### src/rtl/irqc_pkg.sv
package irqc_pkg;
  localparam int DATA_W = 32;
  localparam int CODE_W = 6;

  typedef enum logic [1:0] {
    REG_PEND = 2'd0,
    REG_EN   = 2'd1,
    REG_SENS = 2'd2,
    REG_VEC  = 2'd3
  } reg_sel_e;
endpackage

### src/rtl/irqc_sync.sv
module irqc_sync #(
  parameter int W         = 8,
  parameter int STAGES    = 2,
  parameter bit RESET_VAL = 1'b1
) (
  input  logic         clk_i,
  input  logic         rst_ni,
  input  logic [W-1:0] d_i,
  output logic [W-1:0] q_o
);
  logic [W-1:0] stage_q [STAGES];

  always_ff @(posedge clk_i or negedge rst_ni) begin
    if (!rst_ni) stage_q[0] <= {W{RESET_VAL}};
    else         stage_q[0] <= d_i;
  end

  for (genvar s = 1; s < STAGES; s++) begin : g_stage
    always_ff @(posedge clk_i or negedge rst_ni) begin
      if (!rst_ni) stage_q[s] <= {W{RESET_VAL}};
      else         stage_q[s] <= stage_q[s-1];
    end
  end

  assign q_o = stage_q[STAGES-1];
endmodule

### src/rtl/irqc_src.sv
module irqc_src #(
  parameter int N_SRC = 16,
  localparam int HALF = N_SRC / 2
) (
  input  logic             clk_i,
  input  logic             rst_ni,
  input  logic [HALF-1:0]  ext_s_i,   // synchronized, active low
  input  logic [HALF-1:0]  int_i,     // active high
  input  logic [N_SRC-1:0] sense_i,   // 1 = falling edge
  input  logic [N_SRC-1:0] clr_i,
  output logic [N_SRC-1:0] pend_o
);
  logic [N_SRC-1:0] pend_q;

  for (genvar n = 0; n < N_SRC; n++) begin : g_src
    if (n % 2 == 0) begin : g_ext
      logic prev_q;
      logic fall;

      always_ff @(posedge clk_i or negedge rst_ni) begin
        if (!rst_ni) prev_q <= 1'b1;
        else         prev_q <= ext_s_i[n/2];
      end

      assign fall = prev_q & ~ext_s_i[n/2];

      always_ff @(posedge clk_i or negedge rst_ni) begin
        if (!rst_ni)         pend_q[n] <= 1'b0;
        else if (sense_i[n]) pend_q[n] <= fall | (pend_q[n] & ~clr_i[n]);
        else                 pend_q[n] <= ~ext_s_i[n/2];
      end


      ext_lvl_hold_chk: assert property (@(posedge clk_i) disable iff (!rst_ni)
        (!sense_i[n] && !ext_s_i[n/2]) |=> pend_q[n]);

      edge_keep_chk: assert property (@(posedge clk_i) disable iff (!rst_ni)
        (sense_i[n] && pend_q[n] && !clr_i[n]) |=> pend_q[n]);
    end else begin : g_int
      always_ff @(posedge clk_i or negedge rst_ni) begin
        if (!rst_ni) pend_q[n] <= 1'b0;
        else         pend_q[n] <= int_i[n/2];
      end


      int_lvl_hold_chk: assert property (@(posedge clk_i) disable iff (!rst_ni)
        int_i[n/2] |=> pend_q[n]);
    end
  end

  assign pend_o = pend_q;
endmodule

### src/rtl/irqc_prio.sv
module irqc_prio #(
  parameter int N_SRC  = 16,
  parameter int CODE_W = 6,
  parameter int IDLE   = 15
) (
  input  logic [N_SRC-1:0]  act_i,
  output logic [CODE_W-1:0] code_o
);
  always_comb begin
    code_o = CODE_W'(IDLE);
    for (int n = N_SRC - 1; n >= 0; n--) begin
      if (act_i[n]) code_o = CODE_W'(n);
    end
  end


  vec_hit_chk: assert final (!(|act_i) || act_i[code_o]);

  vec_first_chk: assert final (!(|act_i) ||
    ((act_i & ((N_SRC'(1) << code_o) - N_SRC'(1))) == '0));

  vec_idle_chk: assert final ((|act_i) || code_o == CODE_W'(IDLE));
endmodule

### src/rtl/irqc_top.sv
module irqc_top
  import irqc_pkg::*;
#(
  parameter int N_SRC  = 16,
  parameter int ADDR_W = 4,
  parameter int IDLE   = 15,
  localparam int HALF    = N_SRC / 2,
  localparam int VEC_LSB = DATA_W - CODE_W
) (
  input  logic              clk_i,
  input  logic              rst_ni,
  input  logic              wr_i,
  input  logic [ADDR_W-1:0] addr_i,
  input  logic [DATA_W-1:0] wdata_i,
  output logic [DATA_W-1:0] rdata_o,
  input  logic [HALF-1:0]   ext_i,
  input  logic [HALF-1:0]   int_i,
  output logic              irq_o
);
  logic [HALF-1:0]   ext_s;
  logic [N_SRC-1:0]  wsrc, en_q, sense_q, clr, pend, act;
  logic [CODE_W-1:0] code;
  logic [DATA_W-1:0] pend_bus, en_bus, sense_bus;
  logic              irq_q;
  reg_sel_e          rsel;

  assign rsel = reg_sel_e'(addr_i[3:2]);

  // source n <-> bus bit DATA_W-1-n
  for (genvar n = 0; n < N_SRC; n++) begin : g_map
    assign wsrc[n]                = wdata_i[DATA_W-1-n];
    assign pend_bus[DATA_W-1-n]   = pend[n];
    assign en_bus[DATA_W-1-n]     = en_q[n];
    assign sense_bus[DATA_W-1-n]  = sense_q[n];
  end
  if (DATA_W > N_SRC) begin : g_pad
    assign pend_bus[DATA_W-N_SRC-1:0]  = '0;
    assign en_bus[DATA_W-N_SRC-1:0]    = '0;
    assign sense_bus[DATA_W-N_SRC-1:0] = '0;
  end

  irqc_sync #(.W(HALF), .STAGES(2), .RESET_VAL(1'b1)) i_sync (
    .clk_i, .rst_ni, .d_i(ext_i), .q_o(ext_s)
  );

  always_ff @(posedge clk_i or negedge rst_ni) begin
    if (!rst_ni)                       en_q <= '0;
    else if (wr_i && rsel == REG_EN)   en_q <= wsrc;
  end

  for (genvar n = 0; n < N_SRC; n++) begin : g_sense
    if (n % 2 == 0) begin : g_prog
      always_ff @(posedge clk_i or negedge rst_ni) begin
        if (!rst_ni)                        sense_q[n] <= 1'b0;
        else if (wr_i && rsel == REG_SENS)  sense_q[n] <= wsrc[n];
      end
    end else begin : g_fixed
      assign sense_q[n] = 1'b0;
    end
  end

  assign clr = (wr_i && rsel == REG_PEND) ? wsrc : '0;

  irqc_src #(.N_SRC(N_SRC)) i_src (
    .clk_i, .rst_ni, .ext_s_i(ext_s), .int_i, .sense_i(sense_q),
    .clr_i(clr), .pend_o(pend)
  );

  assign act = pend & en_q;

  irqc_prio #(.N_SRC(N_SRC), .CODE_W(CODE_W), .IDLE(IDLE)) i_prio (
    .act_i(act), .code_o(code)
  );

  always_ff @(posedge clk_i or negedge rst_ni) begin
    if (!rst_ni) irq_q <= 1'b0;
    else         irq_q <= |act;
  end
  assign irq_o = irq_q;

  always_comb begin
    unique case (rsel)
      REG_PEND: rdata_o = pend_bus;
      REG_EN:   rdata_o = en_bus;
      REG_SENS: rdata_o = sense_bus;
      REG_VEC:  rdata_o = {code, {VEC_LSB{1'b0}}};
      default:  rdata_o = '0;
    endcase
  end


  irq_rise_chk: assert property (@(posedge clk_i) disable iff (!rst_ni)
    $rose(irq_o) |-> $past(|act));

  irq_fall_chk: assert property (@(posedge clk_i) disable iff (!rst_ni)
    $fell(irq_o) |-> !$past(|act));

  vec_wr_chk: assert property (@(posedge clk_i) disable iff (!rst_ni)
    (wr_i && rsel == REG_VEC) |=> ($stable(en_q) && $stable(sense_q)));
endmodule

### config.mk
export PLATFORM = sky130hd
export DESIGN_NAME = irqc_top
export DESIGN_NICKNAME = d
export VERILOG_FILES = /design/src/rtl/irqc_pkg.sv /design/src/rtl/irqc_sync.sv /design/src/rtl/irqc_src.sv /design/src/rtl/irqc_prio.sv /design/src/rtl/irqc_top.sv
export SDC_FILE = /design/constraint.sdc
export NUM_CORES = 1
export LEC_CHECK = 0
export BUFFER_PORTS_ARGS = -buffer_cell sky130_fd_sc_hd__buf_2
export CAP_MARGIN = 20
export CELL_PAD_IN_SITES_DETAIL_PLACEMENT = 0
export CELL_PAD_IN_SITES_GLOBAL_PLACEMENT = 1
export CORE_ASPECT_RATIO = 0.75
export CORE_MARGIN = 5
export CORE_UTILIZATION = 35
export CTS_BUF_LIST = sky130_fd_sc_hd__clkbuf_8
export DETAILED_ROUTE_END_ITERATION = 6
export PLACE_DENSITY = 0.72
export SLEW_MARGIN = 10
export SYNTH_ARGS = -nofsm -noshare
export SYNTH_HDL_FRONTEND = slang
export SYNTH_SLANG_ARGS = --single-unit
### constraint.sdc
create_clock -name clk_i -period 1.4 [get_ports clk_i]
set_input_delay 0.28 -clock clk_i [delete_from_list [all_inputs] [get_ports clk_i]]
set_output_delay 0.28 -clock clk_i [all_outputs]
set_load 0.01 [all_outputs]
==> results of run 1 <==
[cell usage in the layout (no fill, tap or decap), types with 2 or more instances in the layout]
master       n
a21oi_1      5
a22o_1       5
a22oi_2      2
a32o_1       2
buf_12       3
buf_2       53
buf_4       37
buf_6        9
clkbuf_8     9
clkinvlp_4   4
conb_1      16
dfrtp_1     40
dfstp_2     24
inv_1        2
inv_6        2
mux2_2      14
mux2_4      10
mux2i_1     14
nand2_1     21
nand3_1      9
nand3b_1     2
nand4_1      2
nor2_1      10
nor2b_1      8
o21ai_0      8
o21ai_1      7
[final cells by class]
| cell class | count | area (sq um) | area share |
|---|---|---|---|
| clock buffer | 9 | 124 | 0.0322 |
| multi-input combinational | 155 | 1130 | 0.295 |
| clock inverter | 7 | 77.6 | 0.0202 |
| sequential | 65 | 1660 | 0.431 |
| inverter | 2 | 7.51 | 0.00195 |
| timing repair buffer | 103 | 714 | 0.186 |
| tap | 105 | 131 | 0.0342 |
[registers in the layout, indices dropped and copies added, names as in the netlist]
signal	cells
en_q	16
i_src.pend_o	16
i_src.g_src.g_ext.prev_q	8
i_sync.q_o	8
i_sync.stage_q	8
sense_bus	8
irq_o	1
[power by group through the flow]
| stage | logic (uW) | registers [uW] | clock network (uW) |
|---|---|---|---|
| finish | 1230 | 2320 | 1580 |
| global route | 1350 | 2360 | 1740 |
| CTS | 1190 | 2320 | 1650 |
| detailed placement | 1120 | 2340 | 0 |
| global placement | 1100 | 2320 | 0 |
| floorplan | 592 | 2310 | 0 |
[layer usage]
layer | up-vias | part of all wire | GRT usage
met5 | - | 0 | 0
met4 | 0 | 0.0031 | 0.0388
met3 | 2 | 0.066 | 0.0478
met2 | 57 | 0.45 | 0.208
met1 | 1019 | 0.48 | 0.197
li1 | 997 | - | -
[cells by family (layout without fill, tap and decap cells)]
kind of cell / Yosys count / in the layout
AO/OA/AOI/OAI: 40 / 40
buffers and inverters: 24 / 121
flip-flops: 65 / 65
multiplexers: 38 / 38
other: 1 / 16
AND/OR/NAND/NOR: 61 / 61
[worst paths after layout]
path	start	endpoint	slack (ps)	cells after the start
min	ext_i[7]	i_sync.stage_q[15]$_DFF_PN1_	30	1
max	en_q[7]$_DFFE_PN0P_	rdata_o[28]	-530	6
max reg2reg	en_q[7]$_DFFE_PN0P_	irq_o$_DFF_PN0_	-40	5
min reg2reg	i_sync.stage_q[10]$_DFF_PN1_	i_sync.q_o[2]$_DFF_PN1_	360	0
min in group asynchronous	rst_ni	sense_bus[31]$_DFFE_PN0P_	480	3
max in group asynchronous	rst_ni	i_src.g_src[6].g_ext.prev_q$_DFF_PN1_	600	3
[through the flow]
stage / area [sq um] / total power [uW] / instances
2_1_floorplan: 2910 / 2900 / 244
3_3_place_gp: 3520 / 3420 / 425
6_report: 3850 / 5140 / 446
5_1_grt: 3850 / 5440 / 446
4_1_cts: 3800 / 5160 / 442
3_5_place_dp: 3520 / 3450 / 425
[timing repair]
| item | 4_1_cts | 5_1_grt |
|---|---|---|
| buffers inserted | 1 | 5 |
| endpoints found under the hold margin | 41 | 0 |
| setup endpoints to repair | 15 | 17 |
| pin swaps | 13 | 9 |
| hold buffers | 1 | 0 |
| resized for setup | 25 | 4 |
==> results.md, run 1 <==
- Failing checks: negative setup slack
- NetSw: 1480 uW
- Share of layout cells above drive strength 1: 0.519
- Final setup margin: -531 ps
- Top cells by count, synth: dfrtp_1, dfstp_2, nand2_1, buf_4, o21ai_0
- Post-synthesis mux area share: 0.157
- DIE HEIGHT: around 88 microns
- Core Area: between 0.007 and 0.008 sq mm
- Worst-path fanout max: 4
- Max capacitance violation total: 0
- Count leader, synth: dfrtp_1
- Die Width: approximately 110 microns
- First-pass GRT wire length: approximately 11000 microns
- Cell-internal power: ~3700 uW
- Tmin final: just under 2000 ps
- Clock group share of total power: 0.308
- EDFF count, synth: 0
- Buf+Inv Stages, Crit Path: 2
- Initial Utilization: 0.361
- Number of remaining DRC errors: 0
- Net Sw Frac: 0.287
- Worst setup EP type: output pin
- Simple logic cell fraction of the synthesized area: 0.108
- Routed len/inst: around 15 microns
- Flop pwr share: 0.452
- Final setup fails: 15
- Crit path max-delay family: compound AO/OA/AOI/OAI gates
- Largest family of logic cells by synthesized area: multiplexers
- CTS sink count: between 60 and 70
- Pre-CTS WS: -200 ps
- LEAKAGE: about 0.0018 uW
- Cell area power density: approximately 1300 mW/mm^2
- Synth top area share: 0.359
- CTS tree: yes
- Post-Syn Area: 0.00286 sq mm
- Xor and xnor area share after synthesis: 0
- Compound-Gate Fraction of Synth Area: 0.0938
- Detailed Route Iter0 Violations: 65
- Detail Placement HPWL: 5020 microns
- Worst stage delay on the critical path: 410 ps
- Flops & latches, synth: 65
- Status: finished with violations
- Average vias per placed instance: between 4 and 5
- CTS Buf Count: 9
- Fin crit share: 1.38
- Combinational share of power: 0.240
- GR Overflow Total: 0
- Final Net Count: about 390
- # IOs: just under 90
- Post-synth cell types: 38
- Worst Hold Class: input port to flip-flop
- Worst skew pair latency: ~340 ps
- Adder-cell share of the synthesized area: 0
- Post-layout util: 0.486
- Ys Warns: 0
- Drt pass-1 iters: 4
- Die area: 0.0101 sq mm
- CTS Root Cell: clkbuf_8
- Setup Crit Path Kind: flip-flop to output pin
- ANT cells: 0
- TNS Setup: -3070 ps
- Crit-path cells: a22oi_2 -> buf_4 -> nand2_2 -> o211ai_1 -> o21ai_1 -> buf_2
- Routed wire length: about 6700 microns
- Ys flop type: dfrtp_1
- Hold Slack: between 20 and 30 ps
- Max VDD drop: 0.463 mV
- Worst EP required: roughly 1100 ps
- Number of global-route vias before repair: about 2100
- Syn avg cell area: between 10 and 15 sq um
- Area leader, netlist: dfrtp_1
- FFs w/ async S/R, synth: 1.00
- Setup crit start kind: flip-flop
- Gr usage total: 0.140
- Clock H-tree levels: 3
- Critical Path AT: 1650 ps
- Worst-path clk slew: 80 ps
- Antenna-violating nets left: 0
- Row Count: 28
- Post-Syn Instances: about 230
- Final RePlAce weighted congestion: 0.823
- P&R area growth vs syn: 34.7%
- Vias: between 2000 and 2500
- Clk buf depth: 2
- Fill cell count: 732
- Crit-path slowest cell: dfrtp_1
- Register area share after synthesis: 0.580
- Largest net degree at the start of global routing: 66
- Final Hold Viols: 0
- Top area cells in the synthesized netlist: dfrtp_1, dfstp_2, mux2_2
- Final slew viol count: 0
- RSZ-0062 raised after global routing: yes
- Fin Clk Skew: 8.25 ps
- Port Buffers: 53
- Initial antenna violation count: 0
- Fmax: 518 MHz
(Power assumes the default switching activity.)
==> inputs of run 2 (changes only) <==
--- a/config.mk
+++ b/config.mk
@@ -14,6 +14,7 @@
 export CORE_UTILIZATION = 35
 export CTS_BUF_LIST = sky130_fd_sc_hd__clkbuf_8
 export DETAILED_ROUTE_END_ITERATION = 6
+export HOLD_SLACK_MARGIN = 0.12
 export PLACE_DENSITY = 0.72
 export SLEW_MARGIN = 10
 export SYNTH_ARGS = -nofsm -noshare
==> constraint.sdc (replaced) <==
create_clock -name clk_i -period 1.4 [get_ports clk_i]
set_input_delay 0.07 -clock clk_i [delete_from_list [all_inputs] [get_ports clk_i]]
set_output_delay 0.07 -clock clk_i [all_outputs]
set_load 0.01 [all_outputs]
==> run 2 against run 1 <==
  * The flow still finishes with violations (negative setup slack)
  * Clock skew shrank 2.2 ps
  * Via count is essentially flat
  * Critical path depth shrank 1
  * Flip-flop and latch count is the same
  * Worst setup slack gained 190 ps
  * Sequential share of layout area shrank 1.0 points
  * Final area grew 2.6%
  * Non-clock buffer count grew 10
  * Global-route usage shrank 0.095 points
  * Register-to-register slack gained 60 ps
  * Largest cell class unchanged
==> results.md, run 2 (same netlist as run 1, synthesis figures left out) <==
- Final Net Count: 401 (+2.6%)
- Antenna-violating nets left: 0 (unchanged)
- Setup Crit Path Kind: flip-flop to output pin
- TNS Setup: -1200 ps (+1870 ps)
- # IOs: 88 (unchanged)
- Die area: 0.0101 sq mm (unchanged)
- Worst-path clk slew: 70 ps (about the same)
- First-pass GRT wire length: 10600 microns (-0.97%)
- Clock H-tree levels: 3 (unchanged)
- Number of global-route vias before repair: 2120 (+1.7%)
- Fin crit share: 1.25 (-0.133)
- CTS Buf Count: 9 (unchanged)
- Core Area: 0.00792 sq mm (unchanged)
- LEAKAGE: 0.00181 uW (+0.61%)
- Max VDD drop: 0.523 mV (+13%)
- Pre-CTS WS: -51.5 ps (+148 ps)
- Failing checks: negative setup slack
- Worst-path fanout max: 2 (-2)
- CTS sink count: 65 (unchanged)
- DIE HEIGHT: 88.2 microns (unchanged)
- Worst EP required: 1330 ps (+210 ps)
- Worst skew pair latency: 350 ps (about the same)
- Detailed Route Iter0 Violations: 84 (+29%)
- Port Buffers: 53 (unchanged)
- Final setup fails: 4 (-11)
- Status: finished with violations
- RSZ-0062 raised after global routing: yes
- ANT cells: 0 (unchanged)
- Row Count: 28 (unchanged)
- Commonest non-fill, non-tap cells in the layout: buf_2, dfrtp_1, dlygate4sd3_1
- Leading cell type in the layout, fill and taps excluded: buf_2
- Post-layout util: 0.498 (+0.0125)
- Final RePlAce weighted congestion: 0.793 (-3.6%)
- Worst setup EP type: output pin
- Final slew viol count: 0 (unchanged)
- Vias: 2077 (+0.096%)
- Max capacitance violation total: 0 (unchanged)
- Fin Clk Skew: 6.03 ps (-2.22 ps)
- Setup crit start kind: flip-flop
- GR Overflow Total: 0 (unchanged)
- Cell area power density: 1250 mW/mm^2 (-6.3%)
- Pwr Total: 4930 uW (-3.9%)
- Share of layout cells above drive strength 1: 0.450 (-0.0689)
- Fmax: 573 MHz (+11%)
- Critical Path AT: 1680 ps (+30 ps)
- Initial antenna violation count: 0 (unchanged)
- Routed wire length: 6650 microns (-0.43%)
- Detail Placement HPWL: 4720 microns (-6.0%)
- CTS Root Cell: clkbuf_8
- Routed len/inst: 14.6 microns (-2.6%)
- Final setup margin: -345 ps (+186 ps)
- Final Hold Viols: 0 (unchanged)
- Gr usage total: 0.139 (-0.000949)
- Largest net degree at the start of global routing: 66 (unchanged)
- Clk buf depth: 2 (unchanged)
- Average vias per placed instance: 4.55 (-2.1%)
- Number of remaining DRC errors: 0 (unchanged)
- Initial Utilization: 0.361 (unchanged)
- P&R area growth vs syn: 38.2%
- Non-Filler Instances: 456 (+2.2%)
- Tmin final: 1750 ps (-186 ps)
- Drt pass-1 iters: 4 (unchanged)
- Worst Hold Class: input port to asynchronous set/reset pin
- Die Width: 114 microns (unchanged)
- Number of instances in the placed design: 401 (-5.6%)
- CTS tree: yes
==> run 2: through the flow <==
stage | hold WS (ps) | cell area, sq um
finish | 250 | 3950
global route | 264 | 3950
CTS | 252 | 3890
detailed placement | 113 | 3330
global placement | 110 | 3330
floorplan | -226 | 2910
==> run 2: final timing paths <==
path                                              startpoint                                     to  slack, ps  cells past startpoint
worst max-delay path               i_src.pend_o[5]$_DFF_PN0_                            rdata_o[26]       -350                      5
worst min-delay path                                  rst_ni             i_src.pend_o[15]$_DFF_PN0_        250                      3
worst max register to register     i_src.pend_o[7]$_DFF_PN0_                        irq_o$_DFF_PN0_         20                      6
worst min register to register  i_sync.stage_q[11]$_DFF_PN1_                i_sync.q_o[3]$_DFF_PN1_        350                      0
max in group asynchronous                             rst_ni  i_src.g_src[0].g_ext.prev_q$_DFF_PN1_        830                      3
min in group clk_i                                      wr_i                   en_q[14]$_DFFE_PN0P_        320                      3
==> run 2: final cells by class <==
class                   count  area (sq um)
well taps                 105           131
flip-flops and latches     65          1660
clock buffers               9           124
fillers                   745          3970
clock inverters             7          61.3
multi-input cells         155          1140
inverters                   2          7.51
repair buffers            113           823
==> run 2: metal layers <==
metal  wire length [microns]  track usage
met1                    3190        0.195
met2                    3020        0.206
met3                     375       0.0472
met4                      59       0.0421
met5                       0            0
==> run 2: critical path: stages, from the launching register on <==
cell and delay (ps):
dfrtp_1 400, buf_4 140, a32o_1 260, nor4_2 270, a21oi_1 110, buf_2 150
==> run 2: timing repair <==
action                                  4_1_cts  5_1_grt
gates resized for setup                       8       14
hold endpoints to repair                    113        0
hold buffers                                 33        0
setup buffers                                 3        3
endpoints found under the setup margin        5       12
pin swaps                                     7        8
==> run 2: report_power, final <==
part	leakage, uW	internal (uW)	switching (uW)
clock network	0.0000888	674	810
registers	0.000728	2130	214
logic	0.000992	620	485
total	0.00181	3430	1510
==> inputs of run 3 (changes only) <==
--- a/config.mk
+++ b/config.mk
@@ -5,6 +5,7 @@
 export SDC_FILE = /design/constraint.sdc
 export NUM_CORES = 1
 export LEC_CHECK = 0
+export ABC_AREA = 1
 export BUFFER_PORTS_ARGS = -buffer_cell sky130_fd_sc_hd__buf_2
 export CAP_MARGIN = 20
 export CELL_PAD_IN_SITES_DETAIL_PLACEMENT = 0
@@ -15,7 +16,7 @@
 export CTS_BUF_LIST = sky130_fd_sc_hd__clkbuf_8
 export DETAILED_ROUTE_END_ITERATION = 6
 export HOLD_SLACK_MARGIN = 0.12
-export PLACE_DENSITY = 0.72
+export PLACE_DENSITY = 0.75
 export SLEW_MARGIN = 10
 export SYNTH_ARGS = -nofsm -noshare
 export SYNTH_HDL_FRONTEND = slang
==> run 3 against run 2 <==
  * The flow still finishes with violations (negative setup slack)
  * Critical path depth up 13
  * Clock skew up 1.3 ps
  * Largest power group unchanged
  * Critical path type unchanged
  * Non-clock buffer count down 7
  * Die area down 3.0%
  * Hold slack better by 29 ps
  * Register-to-register slack better by 210 ps
  * Final cell count up 9.4%
  * Routed wire length down 4.4%
  * First-iteration DRC count up 14%
  * Sequential power down 5%
==> results.md, run 3 <==
- Status: finished with violations
- Failing checks: negative setup slack
- Number of instances in the placed design: 441 (+10%)
- Final RePlAce weighted congestion: 0.799 (+0.67%)
- CTS tree: yes
- Net Sw Frac: 0.285 (-0.0206)
- Final Net Count: 444 (+11%)
- Buf+Inv Stages, Crit Path: 2 (unchanged)
- Post-synth cell types: 25 (-34%)
- Crit path max-delay family: simple AND/OR/NAND/NOR gates
- Antenna-violating nets left: 0 (unchanged)
- DIE HEIGHT: 86.9 microns (-1.5%)
- Ys flop type: dfrtp_1
- Post-Syn Area: 0.00276 sq mm (-3.3%)
- Area occupied by multi-input gates: 930 sq um (-18%)
- FFs w/ async S/R, synth: 1.00 (unchanged)
- Clk buf depth: 2 (unchanged)
- Final setup fails: 4 (unchanged)
- Commonest non-fill, non-tap cells in the layout: nand2_1, buf_2, dfrtp_1
- CP most frequent cell: nand2_1
- Fin crit share: 1.30 (+0.0489)
- Setup Crit Path Kind: flip-flop to output pin
- Drt pass-1 iters: 4 (unchanged)
- Clock H-tree levels: 3 (unchanged)
- Flop pwr share: 0.497 (+0.022)
- Top cells by count, synth: nand2_1, dfrtp_1, dfstp_2, inv_1
- Register area share after synthesis: 0.600 (+0.0200)
- Xor and xnor area share after synthesis: 0 (unchanged)
- Area leader, netlist: dfrtp_1
- Initial Utilization: 0.355 (-0.00573)
- Simple logic cell fraction of the synthesized area: 0.174 (+0.0658)
- Leading cell type in the layout, fill and taps excluded: nand2_1
- Die area: 0.00978 sq mm (-3.0%)
- Post-Syn Instances: 278 (+21%)
- ANT cells: 0 (unchanged)
- RSZ-0062 raised after global routing: yes
- Syn avg cell area: 9.93 sq um (-20%)
- Compound-Gate Fraction of Synth Area: 0.102 (+0.00867)
- Worst-path clk slew: 70 ps (about the same)
- Final Hold Viols: 0 (unchanged)
- Routed wire length: 6350 microns (-4.4%)
- Largest family of logic cells by synthesized area: simple AND/OR/NAND/NOR gates
- Ys Warns: 0 (unchanged)
- Largest net degree at the start of global routing: 66 (unchanged)
- Detail Placement HPWL: 4180 microns (-11%)
- Final slew viol count: 0 (unchanged)
- Combinational share of power: 0.202 (-0.022)
- Count leader, synth: nand2_1
- Initial antenna violation count: 0 (unchanged)
- Fill cell count: 753 (+1.1%)
- Non-Filler Instances: 499 (+9.4%)
- Fin Clk Skew: 7.33 ps (+1.30 ps)
- Port Buffers: 53 (unchanged)
- Worst Hold Class: input port to asynchronous set/reset pin
- Final setup margin: -414 ps (-68.4 ps)
- CTS sink count: 65 (unchanged)
- Worst setup EP type: output pin
- Average vias per placed instance: 4.30 (-5.6%)
- Cell-internal power: 3230 uW (-5.8%)
- LEAKAGE: 0.00186 uW (+3.1%)
- Share of layout cells above drive strength 1: 0.343 (-0.108)
- Seq. cell area: 0.00166 sq mm (-0.23%)
- Core Area: 0.00778 sq mm (-1.8%)
- Post-synthesis mux area share: 0.0326 (-0.124)
- Critical Path AT: 1740 ps (+60 ps)
- CTS Buf Count: 9 (unchanged)
- Routed len/inst: 12.7 microns (-13%)
- Tmin final: 1810 ps (+68.4 ps)
- Hold Slack: 278 ps (+28.8 ps)
- Fmax: 551 MHz (-3.8%)
- Flops & latches, synth: 65 (unchanged)
- Setup crit start kind: flip-flop
- EDFF count, synth: 0 (unchanged)
- Row Count: 28 (unchanged)
- Crit-path slowest cell: dfrtp_1
- P&R area growth vs syn: 35.5%
- Max VDD drop: 0.551 mV (+5.5%)
- Detailed Route Iter0 Violations: 96 (+14%)
- Top area cells in the synthesized netlist: dfrtp_1, dfstp_2, nand2_1
- First-pass GRT wire length: 10700 microns (+0.91%)
- Max capacitance violation total: 0 (unchanged)
- Worst stage delay on the critical path: 390 ps (about the same)
- Number of global-route vias before repair: 2158 (+1.8%)
- Synth top area share: 0.372 (+0.0124)
- CTS Root Cell: clkbuf_8
- Die Width: 113 microns (-1.5%)
- Crit-path cells: nand2_1 -> inv_2 -> nand2_1 -> nand2_1 -> nand2_1 -> nand2_1 -> nand2_1 -> nand2_1 -> nand2_1 -> nand2_1 -> nand2_1 -> nand2_1 -> nand2_1 -> nand2_1 -> nand2_1 -> nand2_1 -> nand2_1 -> buf_2
- Gr usage total: 0.142 (+0.00232)
- Clock group share of total power: 0.301 (about the same)
- Worst-path fanout max: 2 (unchanged)
- Adder-cell share of the synthesized area: 0 (unchanged)
- Worst EP required: 1330 ps (about the same)
- Worst skew pair latency: 330 ps (-20 ps)
- Cell area power density: 1210 mW/mm^2 (-3.5%)
- Vias: 2145 (+3.3%)
- Number of remaining DRC errors: 0 (unchanged)
- NetSw: 1290 uW (-15%)
- Pwr Total: 4520 uW (-8.5%)
- GR Overflow Total: 0 (unchanged)
- # IOs: 88 (unchanged)
[run 3: cell count changes in the layout (fill, tap and decap cells not counted), sizes merged, moves of 2 or more]
cell    before  now
nand2       23   87
inv          6   26
nor2b        8    0
o21ai       15   27
nor2        10   16
nand3b       2    0
a32o         2    0
o211ai       1    9
a22oi        3    0
mux2i       14    0
buf         80   73
a21oi        6    3
mux2        24    6
[run 3: worst paths after layout]
check	from	cells after the start	slack (ps)	to
worst min register to register	i_sync.stage_q[14]$_DFF_PN1_	0	360	i_sync.q_o[6]$_DFF_PN1_
worst min-delay path	rst_ni	3	280	i_src.pend_o[4]$_DFF_PN0_
min in group clk_i	wr_i	3	300	sense_bus[29]$_DFFE_PN0P_
max in group asynchronous	rst_ni	3	810	i_src.g_src[14].g_ext.prev_q$_DFF_PN1_
worst max-delay path	i_src.pend_o[14]$_DFF_PN0_	18	-410	rdata_o[26]
worst max register to register	en_q[7]$_DFFE_PN0P_	6	230	irq_o$_DFF_PN0_
[run 3: kinds of logic after synthesis]
group,Yosys count
other cells,1
compound gates,46
flops,65
buf+inv,45
simple gates,115
mux,6
[run 3: what timing repair did]
item	CTS	global route
pin swaps	7	3
setup buffers	9	0
endpoints found under the hold margin	108	0
endpoints found under the setup margin	4	4
resized for setup	8	0
hold buffers	33	0
[run 3: through the flow]
stage	setup WS, ps	utilization	TNS (ps)	cell area [sq um]
CTS	-419	0.481	-926	3740
detailed placement	-39.1	0.405	-39.1	3150
floorplan	180	-	0	2820
global route	-647	0.481	-1520	3740
finish	-414	0.481	-843	3740
global placement	-15.4	0.405	-15.4	3150
[run 3: power groups by stage]
stage          Clock [uW]  Sequential, uW  Combinational [uW]
6_report             1360            2240                 911
5_1_grt              1530            2270                1030
4_1_cts              1420            2240                 916
3_5_place_dp            0            2280                 763
3_3_place_gp            0            2270                 755
2_1_floorplan           0            2250                 498
[run 3: area by class of cell]
| class | instances | area share |
|---|---|---|
| sequential | 65 | 0.443 |
| multi-input combinational | 183 | 0.249 |
| timing repair buffer | 106 | 0.203 |
| clock buffer | 10 | 0.0368 |
| tap | 105 | 0.0351 |
| inverter | 24 | 0.0241 |
| clock inverter | 6 | 0.00970 |
[run 3: tightest hold or removal path, cell delays in order]
cell and delay [ps]:
dlygate4sd3_1 520, buf_2 120, buf_12 290
[run 3: metal layers]
metal / wire [microns] / track usage
met2: 2710 / 0.215
met3: 460 / 0.0500
met4: 40 / 0.0360
met1: 3140 / 0.195
met5: 0 / 0
